==> config.mk <==
export PLATFORM = sky130hd
export DESIGN_NAME = tmr8_top
export DESIGN_NICKNAME = d
export VERILOG_FILES = /design/src/rtl/tmr8_pkg.sv /design/src/rtl/tmr8_prescaler.sv /design/src/rtl/tmr8_core.sv /design/src/rtl/tmr8_top.sv
export SDC_FILE = /design/constraint.sdc
export NUM_CORES = 1
export LEC_CHECK = 0
export ABC_AREA = 1
export BUFFER_PORTS_ARGS = -buffer_cell sky130_fd_sc_hd__buf_4
export CORE_AREA = 2 2 65 92
export DETAILED_ROUTE_END_ITERATION = 12
export DIE_AREA = 0 0 67 94
export PLACE_DENSITY = 0.64
export SYNTH_ARGS = -nofsm -noshare
export SYNTH_HDL_FRONTEND = slang
export SYNTH_HIERARCHICAL = 1
export SYNTH_SLANG_ARGS = --single-unit
export TNS_END_PERCENT = 50
==> constraint.sdc <==
create_clock -name clk -period 4.5 [get_ports clk]
set_input_delay 0.9 -clock clk [delete_from_list [all_inputs] [get_ports clk]]
set_output_delay 0.9 -clock clk [all_outputs]
set_load 0.01 [all_outputs]
==> src/rtl/tmr8_pkg.sv <==
package tmr8_pkg;

    typedef enum logic [1:0] {
        ST_STOP = 2'd0,
        ST_FREE = 2'd1,
        ST_CTC  = 2'd2
    } tmr_state_e;

    localparam logic [1:0] ADDR_CTRL = 2'd0;
    localparam logic [1:0] ADDR_CMP  = 2'd1;
    localparam logic [1:0] ADDR_MASK = 2'd2;
    localparam logic [1:0] ADDR_CNT  = 2'd3;

    // log2 of the divisor chosen by the select field
    function automatic int sel_log2(input logic [2:0] sel);
        case (sel)
            3'd2:    return 3;
            3'd3:    return 5;
            3'd4:    return 6;
            3'd5:    return 7;
            3'd6:    return 8;
            3'd7:    return 10;
            default: return 0;
        endcase
    endfunction

endpackage

==> src/rtl/tmr8_prescaler.sv <==
module tmr8_prescaler
    import tmr8_pkg::*;
#(
    parameter int PW = 10
) (
    input  logic       clk,
    input  logic       rst_n,
    input  logic       restart,
    input  logic [2:0] sel,
    output logic       tick
);

    logic [PW-1:0] pres_q;
    logic [PW-1:0] lim;
    logic          run;

    assign run = (sel != 3'd0);

    // low-order ones mask: divisor minus one
    generate
        for (genvar gi = 0; gi < PW; gi++) begin : g_lim
            assign lim[gi] = (gi < sel_log2(sel));
        end
    endgenerate

    always_ff @(posedge clk) begin
        if (!rst_n) begin
            pres_q <= '0;
        end else if (restart || !run) begin
            pres_q <= '0;
        end else begin
            pres_q <= pres_q + 1'b1;
        end
    end

    assign tick = run && ((pres_q & lim) == lim);

endmodule

==> src/rtl/tmr8_core.sv <==
module tmr8_core
    import tmr8_pkg::*;
#(
    parameter int W = 8
) (
    input  logic         clk,
    input  logic         rst_n,
    input  logic         cfg_we,
    input  logic [2:0]   cfg_sel,
    input  logic         cfg_ctc,
    input  logic         tick,
    input  logic         load_we,
    input  logic [W-1:0] load_val,
    input  logic [W-1:0] cmp_val,
    input  logic         ack_cmp,
    input  logic         ack_ovf,
    output logic [W-1:0] cnt,
    output logic         cmp_flag,
    output logic         ovf_flag,
    output tmr_state_e   state
);

    localparam logic [W-1:0] CNT_TOP = {W{1'b1}};

    tmr_state_e   state_q, state_nx;
    logic [W-1:0] cnt_q, cnt_nx;
    logic         hit, wrap;
    logic         cmp_q, ovf_q;

    // state register
    always_ff @(posedge clk) begin
        if (!rst_n) begin
            state_q <= ST_STOP;
        end else begin
            state_q <= state_nx;
        end
    end

    // transitions go_stop / go_ctc / go_free on control writes only
    always_comb begin
        state_nx = state_q;
        if (cfg_we) begin
            if (cfg_sel == 3'd0) begin
                state_nx = ST_STOP;
            end else if (cfg_ctc) begin
                state_nx = ST_CTC;
            end else begin
                state_nx = ST_FREE;
            end
        end
    end

    // per-state counting behaviour
    always_comb begin
        cnt_nx = cnt_q;
        hit    = 1'b0;
        wrap   = 1'b0;
        unique case (state_q)
            ST_STOP: begin
                cnt_nx = cnt_q;
            end
            ST_FREE: begin
                if (tick) begin
                    hit    = (cnt_q == cmp_val);
                    wrap   = (cnt_q == CNT_TOP);
                    cnt_nx = cnt_q + 1'b1;
                end
            end
            ST_CTC: begin
                if (tick) begin
                    hit    = (cnt_q == cmp_val);
                    cnt_nx = hit ? '0 : cnt_q + 1'b1;
                end
            end
            default: begin
                cnt_nx = cnt_q;
            end
        endcase
        if (load_we) begin
            cnt_nx = load_val;
            hit    = 1'b0;
            wrap   = 1'b0;
        end
    end

    always_ff @(posedge clk) begin
        if (!rst_n) begin
            cnt_q <= '0;
            cmp_q <= 1'b0;
            ovf_q <= 1'b0;
        end else begin
            cnt_q <= cnt_nx;
            if (hit) begin
                cmp_q <= 1'b1;
            end else if (ack_cmp) begin
                cmp_q <= 1'b0;
            end
            if (wrap) begin
                ovf_q <= 1'b1;
            end else if (ack_ovf) begin
                ovf_q <= 1'b0;
            end
        end
    end

    assign cnt      = cnt_q;
    assign cmp_flag = cmp_q;
    assign ovf_flag = ovf_q;
    assign state    = state_q;

endmodule

==> src/rtl/tmr8_top.sv <==
module tmr8_top
    import tmr8_pkg::*;
#(
    parameter int W  = 8,
    parameter int PW = 10
) (
    input  logic         clk,
    input  logic         rst_n,
    input  logic         bus_we,
    input  logic [1:0]   bus_addr,
    input  logic [W-1:0] bus_wdata,
    input  logic         ack_cmp,
    input  logic         ack_ovf,
    output logic [W-1:0] count,
    output logic         cmp_flag,
    output logic         ovf_flag,
    output logic         irq_cmp,
    output logic         irq_ovf
);

    logic         ctrl_we, cmp_we, mask_we, cnt_we;
    logic [2:0]   sel_q;
    logic         ctc_q;
    logic [W-1:0] cmp_q;
    logic [1:0]   mask_q;
    logic         pre_tick;
    tmr_state_e   core_state;

    assign ctrl_we = bus_we && (bus_addr == ADDR_CTRL);
    assign cmp_we  = bus_we && (bus_addr == ADDR_CMP);
    assign mask_we = bus_we && (bus_addr == ADDR_MASK);
    assign cnt_we  = bus_we && (bus_addr == ADDR_CNT);

    // control byte: only the select field and the mode bit are kept
    always_ff @(posedge clk) begin
        if (!rst_n) begin
            sel_q  <= 3'd0;
            ctc_q  <= 1'b0;
            cmp_q  <= '0;
            mask_q <= 2'b00;
        end else begin
            if (ctrl_we) begin
                sel_q <= bus_wdata[2:0];
                ctc_q <= bus_wdata[3];
            end
            if (cmp_we) begin
                cmp_q <= bus_wdata;
            end
            if (mask_we) begin
                mask_q <= bus_wdata[1:0];
            end
        end
    end

    tmr8_prescaler #(.PW(PW)) u_pre (
        .clk     (clk),
        .rst_n   (rst_n),
        .restart (ctrl_we),
        .sel     (sel_q),
        .tick    (pre_tick)
    );

    tmr8_core #(.W(W)) u_core (
        .clk      (clk),
        .rst_n    (rst_n),
        .cfg_we   (ctrl_we),
        .cfg_sel  (bus_wdata[2:0]),
        .cfg_ctc  (bus_wdata[3]),
        .tick     (pre_tick),
        .load_we  (cnt_we),
        .load_val (bus_wdata),
        .cmp_val  (cmp_q),
        .ack_cmp  (ack_cmp),
        .ack_ovf  (ack_ovf),
        .cnt      (count),
        .cmp_flag (cmp_flag),
        .ovf_flag (ovf_flag),
        .state    (core_state)
    );

    assign irq_cmp = cmp_flag && mask_q[1];
    assign irq_ovf = ovf_flag && mask_q[0];

endmodule

==> metrics.yaml <==
cp_data_required_time_ns: 4.68
rsz0062_at_grt: "no"
path_clk_slew_ns: 0.07
endpoint_kind: "flip-flop"
netlist_area_um2: 2080
clk_latency_ns: 0.29
post_cts_buffers: 0
ant_nets: 0
area.growth.synth_to_final_pct: 17.5
grt_max_degree: 19
power-per-cell-area_nw_per_um2: 297
cts_sinks: 35
yosysMostFrequentCell: "nand2_1"
n_fill_cell: 626
worst_ep_arrival_time_ns: 2.57
skew_ns: 0.00961
regArea_um2: 701
cts_made_buffers: 5
grt.overflow.total: 0
die_y_um: 94
antenna_found_initial: 0
comb_power_share: 0.135
grt_usage: 0.172
dr_total_vias: 1943
die_w_um: 67
cts_max_level: 2
syn-num-nets: 333
worstSetupStartpointType: "input pin"
fmax_mhz: 418
period_needed_ns: 2.39
grt_pass1_vias: 1879
ys.flop_type: "dfxtp_1"
reg2reg_from: "u_pre/pres_q[4]"
ctsHoldBuffers: 0
hold_path_end: "u_pre/pres_q[0]"
detailedRoute.firstPassIterationCount: 4
status: "finished clean"
ios: 27
yosysTopAreaCellShare: 0.337
drt-vias-per-instance: 4.72
min-delay-start: "u_pre/pres_q[0]"
swShare: 0.258
grt_first_pass_wirelength_um: 8180
p_leak_nw: 1.11
vdd_drop_max_mv: 0.153
hold_viol: 0
pwr-share-clk: 0.407
drv_slew: 0
synth_common_cells: "78 x nand2_1, 51 x inv_1, 43 x nor2_1"
reg2reg_slack_ns: 2.74
hold-path-cell-count: 1
yosysUniqueCellTypes: 27
cts_buffer_depth: 2
tritoncts: "built"
first_iter_violations: 46
setup_viol: 0
nets: 362
synth.avg_cell_area_um2: 6.62
antenna_cells: 0
finalCritPeriodShare: 0.532
worst_pin_slew_ns: 0.991
wl_um: 4650
core-area_um2: 5450
fin_setup_tns_ns: 0
drc: 0
worstPathMaxFanout: 12
drt-wirelength-per-cell_um: 11.3
synth-seq-area-share: 0.337
synth_seq_cells: 35
critPathKind: "in2reg"
timing.max_cap.violations: 0
placementRows: 32
netlist_top_cells_area: "dfxtp_1 34%, nand2_1 14%, inv_1 9.2%, nor2_1 7.8%, a21oi_1 5.1%"
synth-edff-count: 0
multi_input_area_um2: 1130
stdcell_count: 412
switchingPower_uw: 187
die-area_um2: 6300
regToRegEndpoint: "u_core/cnt[5]"
syn_inst: 314
gp_congestion: 0.788
pwr-share-seq: 0.458
start_util: 0.382
root_buffer: "clkbuf_8"
crit_start: "bus_we"
drive_above_1_share: 0.189
post_cts_resize_count: 0
reg2reg_depth: 10
placed_cells: 404
intPower_uw: 538
slew_headroom: 0.337
synthArstFlopShare: 0
port_buffers: 26
holdCritPathClass: "reg2reg"
ys_warn_count: 6
hpwl_um: 3520
synth_top_cell_by_area: "dfxtp_1"
## kinds of logic after synthesis
group,Yosys count,synth area share
and+or+nand+nor,171,0.394
xor gates and xnor gates,9,0.0379
adders and majority gates,4,0.0241
DFF,35,0.337
buffers and inverters,60,0.117
AOI/OAI and AO/OA,35,0.0897
## stage by stage
| step | utilization | area, µm² | power, mW | hold slack (ns) | setup WS, ns |
|---|---|---|---|---|---|
| after detailed placement | 0.427 | 2320 | 0.437 | 0.440 | 1.83 |
| after global routing | 0.449 | 2440 | 0.766 | 0.491 | 2.01 |
| after floorplan | - | 2080 | 0.405 | 0.418 | 2.55 |
| after CTS | 0.449 | 2440 | 0.736 | 0.456 | 2.16 |
| final | 0.449 | 2440 | 0.725 | 0.456 | 2.11 |
| after global placement | 0.427 | 2320 | 0.435 | 0.431 | 1.92 |
## critical path: stages
cell	delay (ns)
buf_4	0.15
nand2_1	0.06
nor2_1	0.74
inv_1	0.24
nand2_2	0.21
o21ai_0	0.10
a21oi_1	0.12
nor2_1	0.05
## layout make-up
type,count,share of cell area
Clock buffer,6,0.0338
Inverter,56,0.0861
Tap cell,68,0.0348
Sequential cell,35,0.287
Clock inverter,2,0.0143
Multi-Input combinational cell,219,0.464
Timing Repair Buffer,26,0.0799
## cells in the final DEF (no fill, tap or decap), types with 6 or more instances in the layout
cell / netlist / layout
inv_1: 51 / 51
nand3_1: 20 / 20
dfxtp_1: 35 / 35
nand2_1: 78 / 78
buf_4: 0 / 26
a21oi_1: 21 / 21
o21ai_0: 11 / 11
nor2_1: 43 / 43
nor2_2: 6 / 6
clkbuf_8: 0 / 6
## power by group through the flow
stage / sequential [mW] / combinational, mW / clock [mW]
after floorplan: 0.337 / 0.0673 / 0
after global placement: 0.339 / 0.0968 / 0
after detailed placement: 0.339 / 0.0986 / 0
after CTS: 0.332 / 0.0991 / 0.305
after global routing: 0.333 / 0.113 / 0.320
final: 0.332 / 0.0981 / 0.295
## worst max-delay path by stage
stage	end	slack (ns)	depth (start not counted)
2_1_floorplan	u_core/cnt[7]	2.55	8
3_3_place_gp	u_core/cnt[5]	1.92	8
3_5_place_dp	u_core/cnt[5]	1.83	8
4_1_cts	u_core/cnt[5]	2.16	8
5_1_grt	u_core/cnt[5]	2.01	8
6_report	u_core/cnt[5]	2.11	8
## per-layer routing
| metal | routed length, µm | vias up | part of all wire | track usage |
|---|---|---|---|---|
| li1 | - | 1027 | - | - |
| met3 | 124 | 13 | 0.027 | 0.0336 |
| met1 | 2030 | 877 | 0.44 | 0.194 |
| met5 | 0 | - | 0 | 0 |
| met4 | 184 | 0 | 0.040 | 0.104 |
| met2 | 2320 | 26 | 0.50 | 0.290 |
## flip-flops by register name, summed over array words and instances (netlist names)
signal / flops
u_pre/pres_q: 10
sel_q: 3
u_core/ovf_flag: 1
u_core/state: 2
u_core/cnt: 8
mask_q: 2
cmp_q: 8
u_core/cmp_flag: 1
No activity file was read; power rests on OpenSTA's default activity.
